$ cat config.mk
export PLATFORM = sky130hd
export DESIGN_NAME = vtlb
export DESIGN_NICKNAME = d
export VERILOG_FILES = /design/src/rtl/vtlb_pkg.sv /design/src/rtl/vtlb_slot.sv /design/src/rtl/vtlb_victim.sv /design/src/rtl/vtlb.sv
export SDC_FILE = /design/constraint.sdc
export NUM_CORES = 1
export LEC_CHECK = 0
export ABC_AREA = 1
export BUFFER_PORTS_ARGS = -buffer_cell sky130_fd_sc_hd__clkbuf_2
export CORE_UTILIZATION = 49
export DETAILED_ROUTE_END_ITERATION = 10
export HOLD_SLACK_MARGIN = 0.1
export PLACE_DENSITY = 0.67
export RECOVER_POWER = 100
export SETUP_SLACK_MARGIN = 0.05
export SYNTH_ARGS = -nofsm -noshare
export SYNTH_HDL_FRONTEND = slang
export SYNTH_SLANG_ARGS = --single-unit
export TNS_END_PERCENT = 10
$ cat constraint.sdc
create_clock -name clk -period 5.5 [get_ports clk]
set_clock_uncertainty 0.2 [all_clocks]
set_input_delay 1.1 -clock clk [delete_from_list [all_inputs] [get_ports clk]]
set_output_delay 1.1 -clock clk [all_outputs]
set_load 0.005 [all_outputs]
$ cat src/rtl/vtlb_pkg.sv
package vtlb_pkg;
  localparam int OFS_W   = 13;
  localparam int GH_STEP = 3;

  typedef enum logic [1:0] {
    GH_X1   = 2'd0,
    GH_X8   = 2'd1,
    GH_X64  = 2'd2,
    GH_X512 = 2'd3
  } gh_e;

  // number of low page-number bits a hint removes from the compare
  function automatic int unsigned gh_low_bits(input logic [1:0] gh);
    return GH_STEP * int'(gh);
  endfunction
endpackage

$ cat src/rtl/vtlb_slot.sv
module vtlb_slot import vtlb_pkg::*; #(
  parameter int         VPN_W    = 19,
  parameter int         PFN_W    = 17,
  parameter bit         PIN_HINT = 1'b0,
  parameter logic [1:0] PIN_VAL  = 2'd0
) (
  input  logic             clk,
  input  logic             rst_n,
  input  logic             inval,
  input  logic             load,
  input  logic [VPN_W-1:0] ld_vpn,
  input  logic [PFN_W-1:0] ld_pfn,
  input  logic [1:0]       ld_hint,
  input  logic             ld_rd,
  input  logic             ld_wr,
  input  logic [VPN_W-1:0] q_vpn,
  output logic             valid,
  output logic             match,
  output logic [PFN_W-1:0] q_pfn,
  output logic             rd_ok,
  output logic             wr_ok
);
  logic             valid_q;
  logic [VPN_W-1:0] tag_q;
  logic [PFN_W-1:0] pfn_q;
  logic [1:0]       hint_q;
  logic             rd_q, wr_q;

  logic [1:0]       hint_in;
  logic [VPN_W-1:0] in_mask, cur_mask;
  logic [PFN_W-1:0] in_pmask;

  assign hint_in  = PIN_HINT ? PIN_VAL : ld_hint;
  assign in_mask  = (VPN_W'(1) << gh_low_bits(hint_in)) - VPN_W'(1);
  assign in_pmask = (PFN_W'(1) << gh_low_bits(hint_in)) - PFN_W'(1);
  assign cur_mask = (VPN_W'(1) << gh_low_bits(hint_q)) - VPN_W'(1);

  always_ff @(posedge clk) begin
    if (!rst_n)      valid_q <= 1'b0;
    else if (inval)  valid_q <= 1'b0;
    else if (load)   valid_q <= 1'b1;
  end

  always_ff @(posedge clk) begin
    if (load && !inval) begin
      tag_q  <= ld_vpn & ~in_mask;
      pfn_q  <= ld_pfn & ~in_pmask;
      hint_q <= hint_in;
      rd_q   <= ld_rd;
      wr_q   <= ld_wr;
    end
  end

  assign valid = valid_q;
  assign match = valid_q && ((q_vpn & ~cur_mask) == tag_q);
  assign q_pfn = pfn_q | PFN_W'(q_vpn & cur_mask);
  assign rd_ok = rd_q;
  assign wr_ok = wr_q;
endmodule

$ cat src/rtl/vtlb_victim.sv
module vtlb_victim #(
  parameter int N = 8
) (
  input  logic         clk,
  input  logic         rst_n,
  input  logic [N-1:0] vld,
  input  logic         alloc,
  output logic [N-1:0] pick
);
  localparam int IW = (N > 1) ? $clog2(N) : 1;

  logic [IW-1:0] rr_q;
  logic [IW-1:0] idx;
  logic          found;

  always_comb begin
    found = 1'b0;
    idx   = rr_q;
    for (int i = 0; i < N; i++) begin
      if (!vld[i] && !found) begin
        found = 1'b1;
        idx   = IW'(i);
      end
    end
  end

  assign pick = alloc ? (N'(1) << idx) : '0;

  always_ff @(posedge clk) begin
    if (!rst_n) rr_q <= '0;
    else if (alloc && !found)
      rr_q <= (rr_q == IW'(N-1)) ? '0 : rr_q + 1'b1;
  end
endmodule

$ cat src/rtl/vtlb.sv
module vtlb import vtlb_pkg::*; #(
  parameter int VA_W    = 32,
  parameter int PA_W    = 30,
  parameter bit SPLIT   = 1'b0,
  parameter int ENTRIES = 8,
  parameter int SMALL_N = 8,
  parameter int LARGE_N = 4
) (
  input  logic                  clk,
  input  logic                  rst_n,
  input  logic                  inval_all,
  input  logic                  sp_mode,
  input  logic                  lk_valid,
  input  logic [VA_W-1:0]       lk_va,
  input  logic                  lk_write,
  input  logic                  fill_valid,
  output logic                  fill_ready,
  input  logic [VA_W-OFS_W-1:0] fill_vpn,
  input  logic [PA_W-OFS_W-1:0] fill_pfn,
  input  logic [1:0]            fill_hint,
  input  logic                  fill_rd,
  input  logic                  fill_wr,
  output logic                  rsp_valid,
  output logic                  rsp_hit,
  output logic                  rsp_fault,
  output logic [PA_W-1:0]       rsp_pa,
  output logic [1:0]            rsp_prot
);
  localparam int VPN_W = VA_W - OFS_W;
  localparam int PFN_W = PA_W - OFS_W;
  localparam int TOTAL = SPLIT ? (SMALL_N + LARGE_N) : ENTRIES;

  logic             fill_fire;
  logic [TOTAL-1:0] e_valid, e_match, e_rd, e_wr, e_load;
  logic [PFN_W-1:0] e_pfn [TOTAL];
  logic [VPN_W-1:0] q_vpn;

  assign fill_ready = !inval_all;
  assign fill_fire  = fill_valid && fill_ready;
  assign q_vpn      = lk_va[VA_W-1:OFS_W];

  generate
    if (SPLIT) begin : g_split
      vtlb_victim #(.N(SMALL_N)) u_vic_small (
        .clk(clk), .rst_n(rst_n),
        .vld(e_valid[SMALL_N-1:0]),
        .alloc(fill_fire && (fill_hint == GH_X1)),
        .pick(e_load[SMALL_N-1:0])
      );
      vtlb_victim #(.N(LARGE_N)) u_vic_large (
        .clk(clk), .rst_n(rst_n),
        .vld(e_valid[TOTAL-1:SMALL_N]),
        .alloc(fill_fire && (fill_hint != GH_X1)),
        .pick(e_load[TOTAL-1:SMALL_N])
      );
    end else begin : g_unified
      vtlb_victim #(.N(TOTAL)) u_vic (
        .clk(clk), .rst_n(rst_n),
        .vld(e_valid), .alloc(fill_fire), .pick(e_load)
      );
    end

    for (genvar i = 0; i < TOTAL; i++) begin : g_slot
      vtlb_slot #(
        .VPN_W(VPN_W), .PFN_W(PFN_W), .PIN_HINT(SPLIT),
        .PIN_VAL((i < SMALL_N) ? 2'd0 : 2'd3)
      ) u_slot (
        .clk(clk), .rst_n(rst_n), .inval(inval_all), .load(e_load[i]),
        .ld_vpn(fill_vpn), .ld_pfn(fill_pfn), .ld_hint(fill_hint),
        .ld_rd(fill_rd), .ld_wr(fill_wr), .q_vpn(q_vpn),
        .valid(e_valid[i]), .match(e_match[i]), .q_pfn(e_pfn[i]),
        .rd_ok(e_rd[i]), .wr_ok(e_wr[i])
      );
    end
  endgenerate

  // lowest-numbered matching entry answers
  logic             any_m, rd_s, wr_s;
  logic [PFN_W-1:0] pfn_s;
  always_comb begin
    any_m = 1'b0;
    rd_s  = 1'b0;
    wr_s  = 1'b0;
    pfn_s = '0;
    for (int i = 0; i < TOTAL; i++) begin
      if (e_match[i] && !any_m) begin
        any_m = 1'b1;
        pfn_s = e_pfn[i];
        rd_s  = e_rd[i];
        wr_s  = e_wr[i];
      end
    end
  end

  logic            n_hit, n_fault;
  logic [PA_W-1:0] n_pa;
  logic [1:0]      n_prot;
  always_comb begin
    n_hit   = 1'b0;
    n_fault = 1'b0;
    n_pa    = '0;
    n_prot  = 2'b00;
    if (lk_valid) begin
      if (sp_mode) begin
        n_hit  = 1'b1;
        n_pa   = lk_va[PA_W-1:0];
        n_prot = 2'b11;
      end else if (any_m && !inval_all) begin
        n_prot = {wr_s, rd_s};
        if (lk_write ? wr_s : rd_s) begin
          n_hit = 1'b1;
          n_pa  = {pfn_s, lk_va[OFS_W-1:0]};
        end else begin
          n_fault = 1'b1;
        end
      end
    end
  end

  always_ff @(posedge clk) begin
    if (!rst_n) begin
      rsp_valid <= 1'b0;
      rsp_hit   <= 1'b0;
      rsp_fault <= 1'b0;
      rsp_pa    <= '0;
      rsp_prot  <= 2'b00;
    end else begin
      rsp_valid <= lk_valid;
      rsp_hit   <= n_hit;
      rsp_fault <= n_fault;
      rsp_pa    <= n_pa;
      rsp_prot  <= n_prot;
    end
  end
endmodule

* Yosys cells after proc, flatten, opt, wreduce, memory -nomap -nowiden
Index checks and enable logic that the tools add are counted.
** Storage, ports and cells
- Output and inout bits :: 36
- Register bits :: 366
- Input port bits :: 79
** Cells by class
- Multiply operators :: 9
- Multiplexer cells :: 60
- Reductions and logical operators :: 58
- Shift-type cells :: 11
- Add/subtract/negate cells :: 11
- Bitwise operators :: 39
- Eq/ne operators :: 9
** Operators with widths (count)
- 1-bit by 32-bit left shift with 19-bit output (first input constant) :: 9
- 19-bit bitwise AND :: 9
- 19-bit inverter :: 9
- 19-bit by 2-bit subtractor with 19-bit output (second input constant) :: 9
- 17-bit bitwise AND :: 9
- 19-bit == test :: 8
- 17-bit 2-to-1 mux :: 8
- 17-bit OR :: 8
- 30-bit 2-to-1 mux :: 3
- 1-bit 2-to-1 mux :: 37
- 2-bit by 2-bit multiplier with 4-bit output (first input constant) :: 9
- 1-bit logical AND :: 33
- 1-bit by 32-bit left shift with 17-bit output (first input constant) :: 1
- 3-bit 2-to-1 mux :: 9
- 1-bit zero test :: 22
- 17-bit inverter :: 1
- 17-bit by 2-bit subtractor with 17-bit output (second input constant) :: 1
- 8-bit 2-to-1 mux :: 1
- 1-bit by 3-bit left shift with 8-bit output (first input constant) :: 1
- 2-bit 2-to-1 mux :: 2
- 4-bit OR reduction :: 1
- 3-bit by 1-bit adder with 3-bit output (second input constant) :: 1
- 3-bit == test (second input constant) :: 1
- 1-bit inverter :: 3
- 2 further kinds :: 2

* Logic depth before layout (Yosys ltp)
- Depth after elaboration :: 33
- Gate-level depth with buffers :: 28

* By module
A second synthesis with hierarchy kept.
** Second synthesis, totals
- Cells, all modules :: 2326
- Area total of the unflattened synthesis :: 19234.7 sq um
** By module, submodules not included
- vtlb_slot :: area each 2048.2 sq um, sequential area each 1221.2 sq um, instances 8, cells each 232
- vtlb :: area each 2449.8 sq um, sequential area each 700.7 sq um, instances 1, cells each 399
- vtlb_victim :: area each 399.1 sq um, sequential area each 60.1 sq um, instances 1, cells each 71

* Worst setup path before layout
Ideal clock, no wire load.
- Path kind :: in2reg
- Start point :: input port inval_all
- End point :: register g_slot[2].u_slot.hint_q[0], enable pin
- Buffers on the path :: 0
- Slack :: 1698 ps
- Stages on the path :: 5
- Data required time :: 4860 ps
- Arrival :: 3163 ps
- Cell sequence :: inv_1 -> nand2_1 -> nor2_1 -> inv_1 -> nor2_1
** On the way
- Cells in the longest elaborated chain, start to end :: 4
** RTL lines
- start: declaration :: line vtlb.sv:11 : input logic inval_all,
- 1-bit zero test * :: line vtlb_slot.sv:45, vtlb.sv:38
- 1-bit logical AND :: line vtlb.sv:39 : assign fill_fire = fill_valid && fill_ready;
- 8-bit 2-to-1 mux :: line vtlb_victim.sv:27 : assign pick = alloc ? (N'(1) << idx) : '0;
- 1-bit logical AND * :: line vtlb_slot.sv:45 : if (load && !inval) begin
- end signal: assignment :: line vtlb_slot.sv:48 : hint_q <= hint_in;
- end: declaration :: line vtlb_slot.sv:26 : logic [1:0] hint_q;
Mark *: on every way between the ends. The rest lies on a longest branch, timed or not.
A chain may end at the register's enable or synchronous reset.

* Worst setup path after layout
- Start point :: register g_slot[4].u_slot.hint_q[1]
- End point :: register rsp_pa[16]
** On the way
- Cells in the longest elaborated chain, start to end :: 22
- Elaborated cells between the ends (all ways) :: 37
** RTL lines
- start: declaration :: line vtlb_slot.sv:26
- start signal: assignment :: line vtlb_slot.sv:48
- 2-bit by 2-bit multiplier with 4-bit output * :: line vtlb_pkg.sv:14 : return GH_STEP * int'(gh);
- 1-bit by 32-bit left shift with 19-bit output * :: line vtlb_slot.sv:36 : assign cur_mask = (VPN_W'(1) << gh_low_bits(hint_q)) - VPN_W'(1);
- 19-bit by 2-bit subtractor with 19-bit output * :: line vtlb_slot.sv:36
- 19-bit inverter :: line vtlb_slot.sv:55 : assign match = valid_q && ((q_vpn & ~cur_mask) == tag_q);
- 19-bit bitwise AND :: line vtlb_slot.sv:55
- 19-bit == test :: line vtlb_slot.sv:55
- 1-bit logical AND :: line vtlb_slot.sv:55
- 1-bit logical AND :: line vtlb.sv:86 : if (e_match[i] && !any_m) begin
- [6 not listed]
- 1-bit 2-to-1 mux :: line vtlb.sv:86
- 1-bit zero test :: line vtlb.sv:86
- 1-bit logical AND :: line vtlb.sv:86
- 1-bit 2-to-1 mux :: line vtlb.sv:86
- 1-bit 2-to-1 mux :: line vtlb.sv:110 : if (lk_write ? wr_s : rd_s) begin
- 30-bit 2-to-1 mux :: line vtlb.sv:110
- 30-bit 2-to-1 mux * :: line vtlb.sv:108 : end else if (any_m && !inval_all) begin
- 30-bit 2-to-1 mux * :: line vtlb.sv:104 : if (sp_mode) begin
- end signal: assignment :: line vtlb.sv:131 : rsp_pa <= n_pa;
- end: declaration :: line vtlb.sv:26 : output logic [PA_W-1:0] rsp_pa,
Marked as above.

==> results.txt <==
Critical Path Slowest Stage Cell: edfxtp_1
# setup viols final: 0
Pwr dens: 305 nW/µm²
Postcts setup bufs: 0
Maximum vdd ir drop: 246 µV
Input/output buffers: 114
Leading area contributor after synthesis: edfxtp_1
Max Transition Viols Final: 157
Placed inst area: 19100 µm²
Slew HR: -68.0%
Root Buffer: clkbuf_16
Commonest cells in the netlist: 479 x nand2_1, 320 x edfxtp_1, 224 x nor2_1
Minimum clock period: 5.08 ns
Diodes inserted: 0
Top cell type's share of synthesized area: 53.4%
Post-synth EDFFs: 320
Register clock-pin slew on the reported worst setup and hold paths: 0.06 ns
Hold Violations, Final: 0
Most common cell in the netlist: nand2_1
Netlist cell types: 51
FF+latch count, synth: 366
PostCTS Resize Cnt: 0
Die ar.: 37500 µm²
Antenna violations before repair: 2
Site Rows: 69
Violated checks: max-capacitance violations, max-slew violations
DRC violations left: 0
Worst skew pair latency: 0.57 ns
Slowest cell delay on critical path: 0.48 ns
Hold buffers post-CTS: 0
Leak: 0.00843 µW
Total power: 6180 µW
WL final: 65.3 mm
GRT busiest layer: met1
Synth Instances: 1934
Vias/cell: 5.78
Max Freq: 0.197 GHz
Core Box Area: 35800 µm²
CP endpoint kind: register
WL/cell: 25.6 µm
Dpl cells: 2474
Final Cell Area: 20300 µm²
Routability Congestion: 1.01
Routing usage on met3: 5.44%
DR iter-0 viols: 1863
Layout cells sized above 1: 11.4%
CP Max Fanout: 12
Die X-Extent: 194 µm
Status: finished with violations
CTS tree: yes
Max H-tree Level: 2
CTS Sinks: 366
Final #Nets: 2145
Final Instance Count excl. Fillers: 2547
Critical path class: reg2reg
Worst-path cell chain: nor2_1 -> inv_1 -> ha_1 -> inv_1 -> nand3_1 -> nand3_1 -> nor2_1 -> nand2_1 -> nor2_1 -> nand2_1 -> nand4_1 -> nor2_4 -> clkbuf_1 -> nor2_1 -> nand2_1 -> nand2_1 -> nand2_1 -> nand3_1 -> buf_4 -> o21ai_0
Total gr overflow: 0
Synth Cell Area: 18000 µm²
Routed Antenna Nets: 0
Period utilization: 92.3%
Required time worst endpoint: 5.75 ns
CTS Buffer Depth: 3
Vias in the first global route: 13.5k
Max Cap Viol: 7
Vias: 14.7k
GR Util met1: 52.7%
Critical path arrival: 5.33 ns
Area of the multi-input gates: 6190 µm²
FF/Latch Area: 10500 µm²
Top FF cell, synth: edfxtp_1
Synth area leaders: edfxtp_1 53%, nand2_1 10%, dfxtp_1 5.1%
Type of the worst min-delay path: reg2reg
Min Hold Slack: 0.327 ns
RSZ-0062 raised after global routing: false
First-pass DRT Iterations: 6
Fillers: 3212
Global-route wire length before repair: 93.6 mm
Measured slew at the worst slew-check pin: 2.51 ns
Crit path top cell by count: nand2_1
Fin Setup TNS: 0 ns
Die Y: 194 µm
Area grow syn2layout: 12.7%
GR Util All Layers: 35.1%
Post-synth ARST share: 0%
Startpoint class of the critical path: register
Mapped Avg Cell Area: 9.31 µm²
Starting Density: 50.2%
Seq/Total Area, Yosys: 58.5%
Largest net degree at the start of global routing: 42
IO Count: 115
DP HPWL: 48.1 mm
Syn Nets: 2024
Yosys Warn Count: 0
Num CTS Buffers: 40
Grt met2 use: 52.0%
[layout by cell type, fill, tap and decap left out, types with 11 or more instances in the layout]
| cell | count |
|---|---|
| or2_2 | 15 |
| xnor2_1 | 24 |
| ha_1 | 11 |
| buf_4 | 18 |
| o211ai_1 | 15 |
| o21bai_1 | 27 |
| nor3_1 | 39 |
| nand4_1 | 61 |
| clkbuf_1 | 41 |
| xor2_1 | 16 |
| inv_1 | 224 |
| dfxtp_1 | 46 |
| clkbuf_2 | 89 |
| a21oi_1 | 56 |
| nand2_1 | 481 |
| clkbuf_16 | 42 |
| inv_2 | 15 |
| nand3_1 | 75 |
| nand3b_1 | 47 |
| o21ai_1 | 13 |
| o21ai_0 | 73 |
| edfxtp_1 | 320 |
| nor2_1 | 227 |
[worst max-delay path, delay by kind of cell, from the launching register on]
kind / cells / cell delay (ns)
compound gates: 1 / 0.34
fa+ha+maj: 1 / 0.36
buf+inv: 4 / 1.10
simple gates: 14 / 2.45
flops: 1 / 0.48
[layout make-up]
cell class | instances | area share (%)
multi-input combinational | 1258 | 30.5
clock buffer | 51 | 5.50
tap | 461 | 2.84
inverter | 247 | 4.60
clock inverter | 22 | 1.13
timing repair buffer | 142 | 3.51
sequential | 366 | 51.9
[routing by layer]
metal	vias to the layer above	wire length (µm)
met1	7049	28700
met5	-	0
met2	856	27900
met3	119	6510
met4	0	2160
li1	6694	-
[path summary, 6_finish.rpt]
path	start	end	slack [ns]	cells after the start
worst max-delay path	g_slot[4].u_slot.hint_q[1]	rsp_pa[16]	0.42	20
worst min-delay path	g_slot[7].u_slot.pfn_q[15]	rsp_pa[28]	0.33	2
worst max register to register	g_slot[4].u_slot.hint_q[1]	rsp_pa[16]	0.42	20
worst min register to register	g_slot[7].u_slot.pfn_q[15]	rsp_pa[28]	0.33	2
[kinds of logic (layout without fill, tap and decap cells)]
logic type / Yosys count / in the layout / synth area share (%)
adder cells (fa/ha/maj): 11 / 11 / 0.765
flip-flops: 366 / 366 / 58.5
multiplexers: 2 / 2 / 0.111
AND/OR/NAND/NOR: 1002 / 1002 / 25.1
buffers and inverters: 310 / 462 / 7.06
AO/OA/AOI/OAI: 203 / 203 / 6.53
XOR/XNOR: 40 / 40 / 1.95
[per-stage QoR]
step | util [%] | setup slack, ns
3_3_place_gp | 53.3 | 0.581
3_5_place_dp | 53.3 | 0.628
6_report | 56.6 | 0.423
5_1_grt | 56.6 | 0.319
4_1_cts | 57.0 | 0.955
2_1_floorplan | - | 1.70
[report_power, final]
group          switching (µW)  internal (µW)
clock network            1170           1630
registers                9.72           3050
logic                     249           80.3
total                    1420           4760
[sequential cells by signal, summed over array words and instances, names as in the netlist]
name,cells
rsp_hit,1
rsp_valid,1
g_slot.u_slot.rd_ok,8
g_slot.u_slot.valid,8
g_slot.u_slot.hint_q,16
rsp_pa,30
g_slot.u_slot.pfn_q,136
rsp_prot,2
g_slot.u_slot.wr_ok,8
rsp_fault,1
g_slot.u_slot.tag_q,152
g_unified.u_vic.rr_q,3
(Power assumes the default switching activity.)
